`src/rtl/sspi_pkg.sv`:
```
package sspi_pkg;

  typedef enum logic [3:0] {
    ST_RSTP,
    ST_RWAIT,
    ST_CFGA,
    ST_CFGB,
    ST_POLL,
    ST_PGAP,
    ST_READY,
    ST_MEAS,
    ST_FAIL
  } seq_state_t;

  localparam int FRAME_BYTES = 6;
  localparam int FRAME_W     = FRAME_BYTES * 8;

  localparam logic [14:0] REG_CFG_A  = 15'h0000;
  localparam logic [14:0] REG_CFG_B  = 15'h0001;
  localparam logic [14:0] REG_STAT   = 15'h0103;
  localparam logic [14:0] REG_BURST  = 15'h0203;
  localparam logic [7:0]  CFG_A_VAL  = 8'h99;
  localparam logic [7:0]  CFG_B_VAL  = 8'h00;
  localparam logic [7:0]  STAT_READY = 8'h01;

  // Convert a time in ns into whole clock cycles, never less than one.
  function automatic int ns_to_cycles(input longint hz, input longint ns);
    longint c;
    c = (ns * (hz / 1000000)) / 1000;
    return (c < 1) ? 1 : int'(c);
  endfunction

  // SCLK half period in system clocks.
  function automatic int half_div(input longint hz, input longint sclk_hz);
    longint h;
    h = hz / (2 * sclk_hz);
    return (h < 1) ? 1 : int'(h);
  endfunction

  function automatic int max3(input int a, input int b, input int c);
    int m;
    m = (a > b) ? a : b;
    return (m > c) ? m : c;
  endfunction

  function automatic logic [15:0] cmd_word(input logic rd, input logic [14:0] addr);
    return {rd, addr};
  endfunction

  // Three-byte frame, left aligned in the shift register.
  function automatic logic [FRAME_W-1:0] frame3(input logic [15:0] cmd, input logic [7:0] d);
    return {cmd, d, {(FRAME_W-24){1'b0}}};
  endfunction

  function automatic logic [15:0] code12(input logic [15:0] raw);
    return raw & 16'h0FFF;
  endfunction

endpackage

```
`src/rtl/seq_delay.sv`:
```
module seq_delay #(
  parameter int W         = 8,
  parameter int RESET_VAL = 1
) (
  input  logic         clk,
  input  logic         rst_n,
  input  logic         load,
  input  logic [W-1:0] load_val,
  output logic         expired
);
  logic [W-1:0] cnt;

  always_ff @(posedge clk or negedge rst_n) begin
    if (!rst_n)            cnt <= W'(RESET_VAL);
    else if (load)         cnt <= load_val;
    else if (cnt != '0)    cnt <= cnt - W'(1);
  end

  assign expired = (cnt == '0);
endmodule

```
`src/rtl/spi_frame_engine.sv`:
```
module spi_frame_engine #(
  parameter int HALF_DIV = 2,
  parameter int GAP_CYC  = 4,
  parameter int MAXB     = 6,
  parameter int RXW      = 32
) (
  input  logic                       clk,
  input  logic                       rst_n,
  input  logic                       start,
  input  logic [$clog2(MAXB+1)-1:0]  nbytes,
  input  logic [MAXB*8-1:0]          tx,
  output logic                       busy,
  output logic                       done,
  output logic [RXW-1:0]             rx,
  output logic                       sclk,
  output logic                       mosi,
  output logic                       cs_n,
  input  logic                       miso
);
  localparam int TXW = MAXB * 8;
  localparam int BCW = $clog2(TXW + 1);
  localparam int DW  = $clog2((HALF_DIV > 1) ? HALF_DIV : 2);
  localparam int GW  = $clog2(GAP_CYC + 1);

  typedef enum logic [1:0] {E_IDLE, E_SHIFT, E_GAP} eng_t;

  eng_t           est;
  logic [DW-1:0]  div_cnt;
  logic [GW-1:0]  gap_cnt;
  logic [BCW-1:0] bits_left;
  logic [TXW-1:0] tx_sh;
  logic [RXW-1:0] rx_sh;
  logic           sclk_q, cs_q, done_q;

  // Named events for the assertions below.
  wire half_tick = (div_cnt == DW'(HALF_DIV - 1));
  wire edge_rise = (est == E_SHIFT) && half_tick && !sclk_q;
  wire edge_fall = (est == E_SHIFT) && half_tick && sclk_q;
  wire last_bit  = (bits_left == BCW'(1));

  always_ff @(posedge clk or negedge rst_n) begin
    if (!rst_n) begin
      est       <= E_IDLE;
      div_cnt   <= '0;
      gap_cnt   <= '0;
      bits_left <= '0;
      tx_sh     <= '0;
      rx_sh     <= '0;
      sclk_q    <= 1'b0;
      cs_q      <= 1'b1;
      done_q    <= 1'b0;
    end else begin
      done_q <= 1'b0;
      case (est)
        E_IDLE: begin
          if (start) begin
            tx_sh     <= tx;
            rx_sh     <= '0;
            bits_left <= BCW'({nbytes, 3'b000});
            cs_q      <= 1'b0;
            div_cnt   <= '0;
            est       <= E_SHIFT;
          end
        end
        E_SHIFT: begin
          div_cnt <= half_tick ? '0 : div_cnt + DW'(1);
          if (edge_rise) begin
            sclk_q <= 1'b1;
            rx_sh  <= {rx_sh[RXW-2:0], miso};
          end
          if (edge_fall) begin
            sclk_q <= 1'b0;
            if (last_bit) begin
              cs_q    <= 1'b1;
              gap_cnt <= '0;
              est     <= E_GAP;
            end else begin
              bits_left <= bits_left - BCW'(1);
              tx_sh     <= tx_sh << 1;
            end
          end
        end
        E_GAP: begin
          if (gap_cnt == GW'(GAP_CYC - 1)) begin
            done_q <= 1'b1;
            est    <= E_IDLE;
          end else begin
            gap_cnt <= gap_cnt + GW'(1);
          end
        end
        default: est <= E_IDLE;
      endcase
    end
  end

  assign busy = (est != E_IDLE);
  assign done = done_q;
  assign rx   = rx_sh;
  assign sclk = sclk_q;
  assign mosi = tx_sh[TXW-1];
  assign cs_n = cs_q;

  // Cycles chip select has been high, saturating at the required gap.
  logic [GW-1:0] cs_hi_cnt;
  always_ff @(posedge clk or negedge rst_n) begin
    if (!rst_n)                           cs_hi_cnt <= GW'(GAP_CYC);
    else if (!cs_q)                       cs_hi_cnt <= '0;
    else if (cs_hi_cnt != GW'(GAP_CYC))   cs_hi_cnt <= cs_hi_cnt + GW'(1);
  end

  a_r3_sclk_idle_low: assert property (@(posedge clk) disable iff (!rst_n)
    cs_q |-> !sclk_q);

  a_r3_mosi_held_in_high_phase: assert property (@(posedge clk) disable iff (!rst_n)
    (sclk_q && $past(sclk_q)) |-> $stable(tx_sh[TXW-1]));

  a_r13_cs_gap: assert property (@(posedge clk) disable iff (!rst_n)
    $fell(cs_q) |-> (cs_hi_cnt == GW'(GAP_CYC)));
endmodule

```
`src/rtl/sensor_spi_seq.sv`:
```
module sensor_spi_seq
  import sspi_pkg::*;
#(
  parameter longint CLK_HZ       = 100_000_000,
  parameter longint SCLK_HZ      = 1_000_000,
  parameter longint RST_PULSE_NS = 5_000,
  parameter longint RST_WAIT_NS  = 600_000,
  parameter longint POLL_GAP_NS  = 1_500_000,
  parameter int     POLL_MAX     = 10
) (
  input  logic        clk,
  input  logic        rst_n,
  input  logic        meas_req,
  output logic [15:0] cur_code,
  output logic [15:0] volt_code,
  output logic        meas_done,
  output logic        busy,
  output logic        err,
  output logic        sensor_rst,
  output logic        sclk,
  output logic        mosi,
  output logic        cs_n,
  input  logic        miso
);
  localparam int HALF  = half_div(CLK_HZ, SCLK_HZ);
  localparam int GAP   = 2 * HALF;
  localparam int P_CYC = ns_to_cycles(CLK_HZ, RST_PULSE_NS);
  localparam int W_CYC = ns_to_cycles(CLK_HZ, RST_WAIT_NS);
  localparam int G_CYC = ns_to_cycles(CLK_HZ, POLL_GAP_NS);
  localparam int TMAX  = max3(P_CYC, W_CYC, G_CYC);
  localparam int TW    = $clog2(TMAX + 1);
  localparam int PCW   = $clog2(POLL_MAX + 1);
  localparam int NBW   = $clog2(FRAME_BYTES + 1);
  localparam int RXW   = 32;

  seq_state_t       state;
  logic             launched;
  logic [PCW-1:0]   poll_cnt;
  logic             rej_q, done_q;
  logic [15:0]      cur_q, volt_q;

  logic             eng_start, eng_busy, eng_done;
  logic [NBW-1:0]   eng_nbytes;
  logic [FRAME_W-1:0] eng_tx;
  logic [RXW-1:0]   eng_rx;
  logic             tmr_load, tmr_exp;
  logic [TW-1:0]    tmr_val;

  // Named internal events.
  wire frame_state = (state == ST_CFGA) || (state == ST_CFGB) ||
                     (state == ST_POLL) || (state == ST_MEAS);
  wire stat_ok     = (eng_rx[7:0] == STAT_READY);
  wire poll_last   = (poll_cnt == PCW'(POLL_MAX - 1));
  wire poll_retry  = (state == ST_POLL) && eng_done && !stat_ok && !poll_last;
  wire req_reject  = meas_req && (state != ST_READY) && (state != ST_MEAS);

  always_comb begin
    eng_nbytes = NBW'(3);
    eng_tx     = '0;
    case (state)
      ST_CFGA: eng_tx = frame3(cmd_word(1'b0, REG_CFG_A), CFG_A_VAL);
      ST_CFGB: eng_tx = frame3(cmd_word(1'b0, REG_CFG_B), CFG_B_VAL);
      ST_POLL: eng_tx = frame3(cmd_word(1'b1, REG_STAT), 8'h00);
      ST_MEAS: begin
        eng_nbytes = NBW'(FRAME_BYTES);
        eng_tx     = {cmd_word(1'b1, REG_BURST), {(FRAME_W-16){1'b0}}};
      end
      default: ;
    endcase
  end

  assign eng_start = frame_state && !launched && !eng_busy;

  always_comb begin
    tmr_load = 1'b0;
    tmr_val  = '0;
    if (state == ST_RSTP && tmr_exp) begin
      tmr_load = 1'b1;
      tmr_val  = TW'(W_CYC - 1);
    end else if (poll_retry) begin
      tmr_load = 1'b1;
      tmr_val  = TW'(G_CYC - 1);
    end
  end

  seq_delay #(.W(TW), .RESET_VAL(P_CYC - 1)) u_delay (
    .clk      (clk),
    .rst_n    (rst_n),
    .load     (tmr_load),
    .load_val (tmr_val),
    .expired  (tmr_exp)
  );

  spi_frame_engine #(.HALF_DIV(HALF), .GAP_CYC(GAP), .MAXB(FRAME_BYTES), .RXW(RXW)) u_eng (
    .clk    (clk),
    .rst_n  (rst_n),
    .start  (eng_start),
    .nbytes (eng_nbytes),
    .tx     (eng_tx),
    .busy   (eng_busy),
    .done   (eng_done),
    .rx     (eng_rx),
    .sclk   (sclk),
    .mosi   (mosi),
    .cs_n   (cs_n),
    .miso   (miso)
  );

  always_ff @(posedge clk or negedge rst_n) begin
    if (!rst_n) begin
      state    <= ST_RSTP;
      launched <= 1'b0;
      poll_cnt <= '0;
      rej_q    <= 1'b0;
      done_q   <= 1'b0;
      cur_q    <= '0;
      volt_q   <= '0;
    end else begin
      done_q <= 1'b0;
      rej_q  <= req_reject;
      if (eng_start) launched <= 1'b1;
      case (state)
        ST_RSTP:  if (tmr_exp) state <= ST_RWAIT;
        ST_RWAIT: if (tmr_exp) state <= ST_CFGA;
        ST_CFGA: if (eng_done) begin
          launched <= 1'b0;
          state    <= ST_CFGB;
        end
        ST_CFGB: if (eng_done) begin
          launched <= 1'b0;
          state    <= ST_POLL;
        end
        ST_POLL: if (eng_done) begin
          launched <= 1'b0;
          if (stat_ok)        state <= ST_READY;
          else if (poll_last) state <= ST_FAIL;
          else begin
            poll_cnt <= poll_cnt + PCW'(1);
            state    <= ST_PGAP;
          end
        end
        ST_PGAP:  if (tmr_exp) state <= ST_POLL;
        ST_READY: if (meas_req) state <= ST_MEAS;
        ST_MEAS: if (eng_done) begin
          launched <= 1'b0;
          cur_q    <= code12(eng_rx[31:16]);
          volt_q   <= code12(eng_rx[15:0]);
          done_q   <= 1'b1;
          state    <= ST_READY;
        end
        ST_FAIL:  state <= ST_FAIL;
        default:  state <= ST_FAIL;
      endcase
    end
  end

  assign cur_code   = cur_q;
  assign volt_code  = volt_q;
  assign meas_done  = done_q;
  assign busy       = (state != ST_READY) && (state != ST_FAIL);
  assign err        = (state == ST_FAIL) || rej_q;
  assign sensor_rst = (state == ST_RSTP);

  a_r1_no_traffic_in_reset: assert property (@(posedge clk) disable iff (!rst_n)
    sensor_rst |-> cs_n);

  a_r6_fail_silent: assert property (@(posedge clk) disable iff (!rst_n)
    (state == ST_FAIL) |-> (cs_n && !eng_busy));

  a_r10_done_when_idle: assert property (@(posedge clk) disable iff (!rst_n)
    meas_done |-> !busy);

  a_r10_done_single_pulse: assert property (@(posedge clk) disable iff (!rst_n)
    meas_done |=> !meas_done);

  a_r9_codes_12bit: assert property (@(posedge clk) disable iff (!rst_n)
    meas_done |-> (cur_code[15:12] == 4'h0 && volt_code[15:12] == 4'h0));
endmodule

```
`config.mk`:
```
export PLATFORM = sky130hd
export DESIGN_NAME = sensor_spi_seq
export DESIGN_NICKNAME = d
export VERILOG_FILES = /design/src/rtl/sspi_pkg.sv /design/src/rtl/seq_delay.sv /design/src/rtl/spi_frame_engine.sv /design/src/rtl/sensor_spi_seq.sv
export SDC_FILE = /design/constraint.sdc
export NUM_CORES = 1
export LEC_CHECK = 0
export ABC_CLOCK_PERIOD_IN_PS = 3190
export BUFFER_PORTS_ARGS = -buffer_cell sky130_fd_sc_hd__buf_2
export CAP_MARGIN = 20
export CORE_UTILIZATION = 62
export DETAILED_ROUTE_END_ITERATION = 8
export MAX_ROUTING_LAYER = met4
export PLACE_DENSITY = 0.81
export SLEW_MARGIN = 5
export SYNTH_ARGS = -nofsm -noshare
export SYNTH_HDL_FRONTEND = slang
export SYNTH_HIERARCHICAL = 1
export SYNTH_SLANG_ARGS = --single-unit
```
`constraint.sdc`:
```
create_clock -name clk -period 3.19 [get_ports clk]
set_input_delay 0.1595 -clock clk [delete_from_list [all_inputs] [get_ports clk]]
set_output_delay 0.1595 -clock clk [all_outputs]
set_load 0.03 [all_outputs]
```
# Yosys cells after proc, flatten, opt, wreduce, memory -nomap -nowiden

Index checks and enable logic that the tools add are counted.
Widths: inputs -> output; s select.

Register bits after elaboration: 153
Input port bits: 4
Output and inout bits: 39
Logic and storage cells: 153

$add $sub $neg: 5
Eq/ne operators: 33
Muxes and demuxes: 55
Bitwise operators: 2
Reductions and logical operators: 41

Operator list:

| cell                  | count |
|---|---|
| $pmux 48 s4           | 1 |
| $mux 48               | 3 |
| $pmux 48 s2           | 1 |
| $mux 18               | 4 |
| $mux 28               | 2 |
| $pmux 28 s2           | 1 |
| $mux 4                | 10 |
| $pmux 4 s8            | 1 |
| $mux 6                | 5 |
| $pmux 6 s2            | 2 |
| $mux 7                | 3 |
| $reduce_and 4->1      | 5 |
| $logic_not 18->1      | 1 |
| $ne 2x1->1 const B    | 9 |
| $reduce_bool 18->1    | 1 |
| $sub 18x1->18 const B | 1 |
| $eq 4x3->1 const B    | 4 |
| $mux 1                | 14 |
| $pmux 7 s2            | 1 |
| $logic_and 1x1->1     | 12 |
| $ne 2x2->1 const B    | 6 |
| $reduce_bool 2->1     | 5 |
| $eq 4x2->1 const B    | 2 |
| $eq 4x4->1 const B    | 2 |
| other kinds (26)      | 40 |

# Longest topological paths before layout

Word-level depth: 9
Depth in mapped cells: 11
Gate-level depth less buffers: 9

# Modules after synthesis

Netlist, hierarchy kept.

Modules (own cells, without submodules):

| module           | times used | cells an instance | area each (um2) | sequential area each (um2) |
|---|---|---|---|---|
| spi_frame_engine | 1          | 475               | 5021.1          | 2603.7 |
| sensor_spi_seq   | 1          | 138               | 1666.6          | 875.8 |
| seq_delay        | 1          | 127               | 1149.9          | 459.2 |

# Least setup slack after synthesis

OpenSTA, ideal clock, no wires.

Kind: reg2reg
Start: reg state[1]
End: reg u_delay.cnt[8]
Setup time: 0.075 ns
Data arrival time: 3.144 ns
Data required time: 3.115 ns
Setup slack: -0.030 ns
Cell stages (with the launch flop): 10
Buffers on the path: 4
Clock period less this slack: 3.220 ns
Path through: dfrtp_1 > clkbuf_1 > nor4_1 > and2_1 > or2_2 > clkbuf_1 > clkbuf_1 > clkbuf_1 > a21oi_1 > a2bb2oi_1

Elaborated cells on any way between the ends: 12
Those cells by class: eq/ne (1); mux (5); reduce/logical (6)

RTL lines:

| item                                                | RTL line              | RTL |
|---|---|---|
| start: declaration                                  | sensor_spi_seq.sv:36  | `seq_state_t state;` |
| start signal: assignment                            | sensor_spi_seq.sv:111 | `state <= ST_RSTP;` |
| start signal: assignment                            | sensor_spi_seq.sv:123 | `ST_RSTP: if (tmr_exp) state <= ST_RWAIT;` |
| start signal: assignment                            | sensor_spi_seq.sv:124 | `ST_RWAIT: if (tmr_exp) state <= ST_CFGA;` |
| $logic_not 4->1 (*)                                 | -                     |  |
| named net sensor_rst                                | sensor_spi_seq.sv:19  | `output logic sensor_rst,` |
| $logic_and 1x1->1 (*)                               | sensor_spi_seq.sv:77  | `if (state == ST_RSTP && tmr_exp) begin` |
| $mux 1 (*)                                          | sensor_spi_seq.sv:77  |  |
| named net tmr_load                                  | sensor_spi_seq.sv:46  | `logic tmr_load, tmr_exp;` |
| $mux 18 / $reduce_bool 2->1 (equally long branches) | -                     |  |
| end signal: assignment                              | seq_delay.sv:14       | `if (!rst_n) cnt <= W'(RESET_VAL);` |
| end signal: assignment                              | seq_delay.sv:15       | `else if (load) cnt <= load_val;` |
| end signal: assignment                              | seq_delay.sv:16       | `else if (cnt != '0) cnt <= cnt - W'(1);` |
| end: declaration                                    | seq_delay.sv:11       | `logic [W-1:0] cnt;` |

Mark *: on every way through the listed nets, which the timed path passes. The rest lies on a longest branch.
A chain may end at the register's enable or synchronous reset.

# Worst setup path after layout

Start: reg u_delay.cnt[16]
End: reg u_delay.cnt[17]

Longest elaborated chain between the ends: 4
Elaborated cells on any way between the ends: 9
Those cells by class: add/sub (1); mux (4); reduce/logical (4)

Ends and longest elaborated chain:

| item                                                | RTL line             | RTL |
|---|---|---|
| $logic_not 18->1 (*)                                | seq_delay.sv:19      | `assign expired = (cnt == '0);` |
| named net tmr_exp                                   | sensor_spi_seq.sv:46 |  |
| $logic_and 1x1->1 (*)                               | sensor_spi_seq.sv:77 |  |
| $mux 1 (*)                                          | sensor_spi_seq.sv:77 |  |
| named net tmr_load                                  | sensor_spi_seq.sv:46 |  |
| $mux 18 / $reduce_bool 2->1 (equally long branches) | -                    |  |

Mark *: on every way through the listed nets, which the timed path passes. The rest lies on a longest branch. The select of a mux whose other input is x is not followed.

==> results.cfg <==
[layout]
final_cell_mix = nand2_1, dfrtp_1, conb_1
antennaDiodeCount = 0
multi_input_area_sq_um = 3702
drive_gt1_frac = 0.2153
final_nets = 821
area_growth_pct = 14.59
finalCoreUtilization = 0.7317
layout_commonest_cell = nand2_1
fillers = 825
stdcell_count = 990
postLayoutCellArea_sq_um = 8826
seqCellArea_sq_um = 3839

[timing]
fmax_mhz = 343.6
final_min_period_over_clock_period = 0.9122
tightestPinTransition_ps = 937.2
final-hold-violation-count = 0
setup_tns_ps = 0
drv_slew = 0
rsz0062_at_grt = false
max-slew-margin-rel = 0.3752
setup-violations-final = 0
period_minus_slack_ps = 2910
fin_skew_ps = 6.662

[grt]
grt-ovfl-total = 0
grt_antenna_before_repair = 0
grt_pass1_wl_mm = 26.57
grt_max_degree = 94
grt_pass1_vias = 5564
grt_use_total = 0.2701

[setup_path]
cp_slowest_stage_delay_ps = 530
crit_path_top_delay_cell = nor4_1
path_max_fanout = 40
crit_required_ps = 3500
critPathTopFamily = simple AND/OR/NAND/NOR gates
worstPathCellList = nor4_1 > nand4_1 > nor2_2 > and2_1 > or2_2 > buf_4 > nor3_1 > a2111oi_1
startpoint_type = flip-flop
end_kind = flip-flop
path_buf_inv = 1
arrival_ps = 3220
crit_type = flip-flop to flip-flop

[power]
ir_drop_mv = 0.4072
pwr_density_cell_nw_per_um2 = 480.1
p_leak_nw = 4.241

[detailed_routing]
num_vias = 5506
viasPerCell = 5.562
drtAntennaViolNets = 0
drc_errors = 0
drt_wl_total_mm = 15.30
drt-initial-drc-count = 386
routedWlPerCell_um = 15.45
drt-pass1-iter-count = 5

[synth]
syn-cell-area_sq_um = 7702
synthCells = 732
ys.warnings.count = 6
syn_area_per_cell_sq_um = 10.52

[place]
dp.cells = 955
place_area_sq_um = 8169
gp_congestion = 0.8922
hpwl_mm = 9.718
port-buffer-count = 34

[cts]
postCtsSetupRepairBufs = 0
htreeDepth = 4
insertion_delay_ps = 430
postCtsResizedCells = 0
tritoncts = built
cts_buffers = 17
cts_buffer_depth = 2
ctsHoldBuffers = 3
path_clk_slew_ps = 60
clock-sinks = 153
cts-root-buf = clkbuf_16

[min_path]
worstHoldPathType = input pin to async pin

[floorplanning]
die_area_sq_um = 12870
coreArea_sq_um = 12060
die_w_um = 113.5
rows = 40
ios = 43
die_y_um = 113.5
start_util = 0.6386

[job]
maxCapViolCount = 0

[run_status]
status = finished, final reports clean
==> report_power, final <==
group	switching, mW	internal, mW	total (mW)	leakage (nW)
logic	0.0818	0.0476	0.129	2.00
clock network	0.810	1.31	2.12	0.301
registers	0.0154	1.97	1.98	1.94
==> layout make-up <==
cell class	count	area share
Tap cell	168	0.02382
Multi-Input combinational cell	555	0.4195
Clock buffer	18	0.04862
Clock inverter	14	0.02240
Timing Repair Buffer	53	0.03842
Sequential cell	153	0.4349
Inverter	29	0.01233
==> through the flow <==
stage               power, mW  hold slack, ps  setup WS [ps]
floorplan               2.095          -136.1          303.0
global placement        2.137           278.6          543.3
detailed placement      2.144           295.4          398.5
CTS                     4.267           406.3          326.5
global route            4.369           469.4          54.93
finish                  4.237           389.1          280.0
==> worst paths after layout <==
kind                                   endpoint            start  slack [ps]  depth (start not counted)
max in group asynchronous            u_eng/cs_n            rst_n        1900                          3
worst min register to register      poll_cnt[3]      poll_cnt[3]         490                          1
worst max register to register  u_delay/cnt[17]  u_delay/cnt[16]         280                          8
min in group clk                    poll_cnt[3]      poll_cnt[3]         490                          1
worst max-delay path            u_delay/cnt[17]  u_delay/cnt[16]         280                          8
worst min-delay path               u_eng/rx[11]            rst_n         390                          2
==> sequential cells by signal, summed over array words and instances, names as in the netlist, 4 cells and up <==
| name | flops |
|---|---|
| u_eng/gap_cnt | 7 |
| u_eng/bits_left | 6 |
| volt_code | 12 |
| cur_code | 12 |
| u_eng/rx | 28 |
| u_eng/div_cnt | 6 |
| poll_cnt | 4 |
| state | 4 |
| u_eng/tx_sh | 48 |
| u_delay/cnt | 18 |
==> layer usage <==
metal,share of wire,track usage,up-vias
met3,0.031,0.06536,18
li1,-,-,2649
met1,0.45,0.3312,2731
met5,0,-,-
met4,0.011,0.08246,0
met2,0.51,0.4443,108
Power figures use the tool's default switching activity.
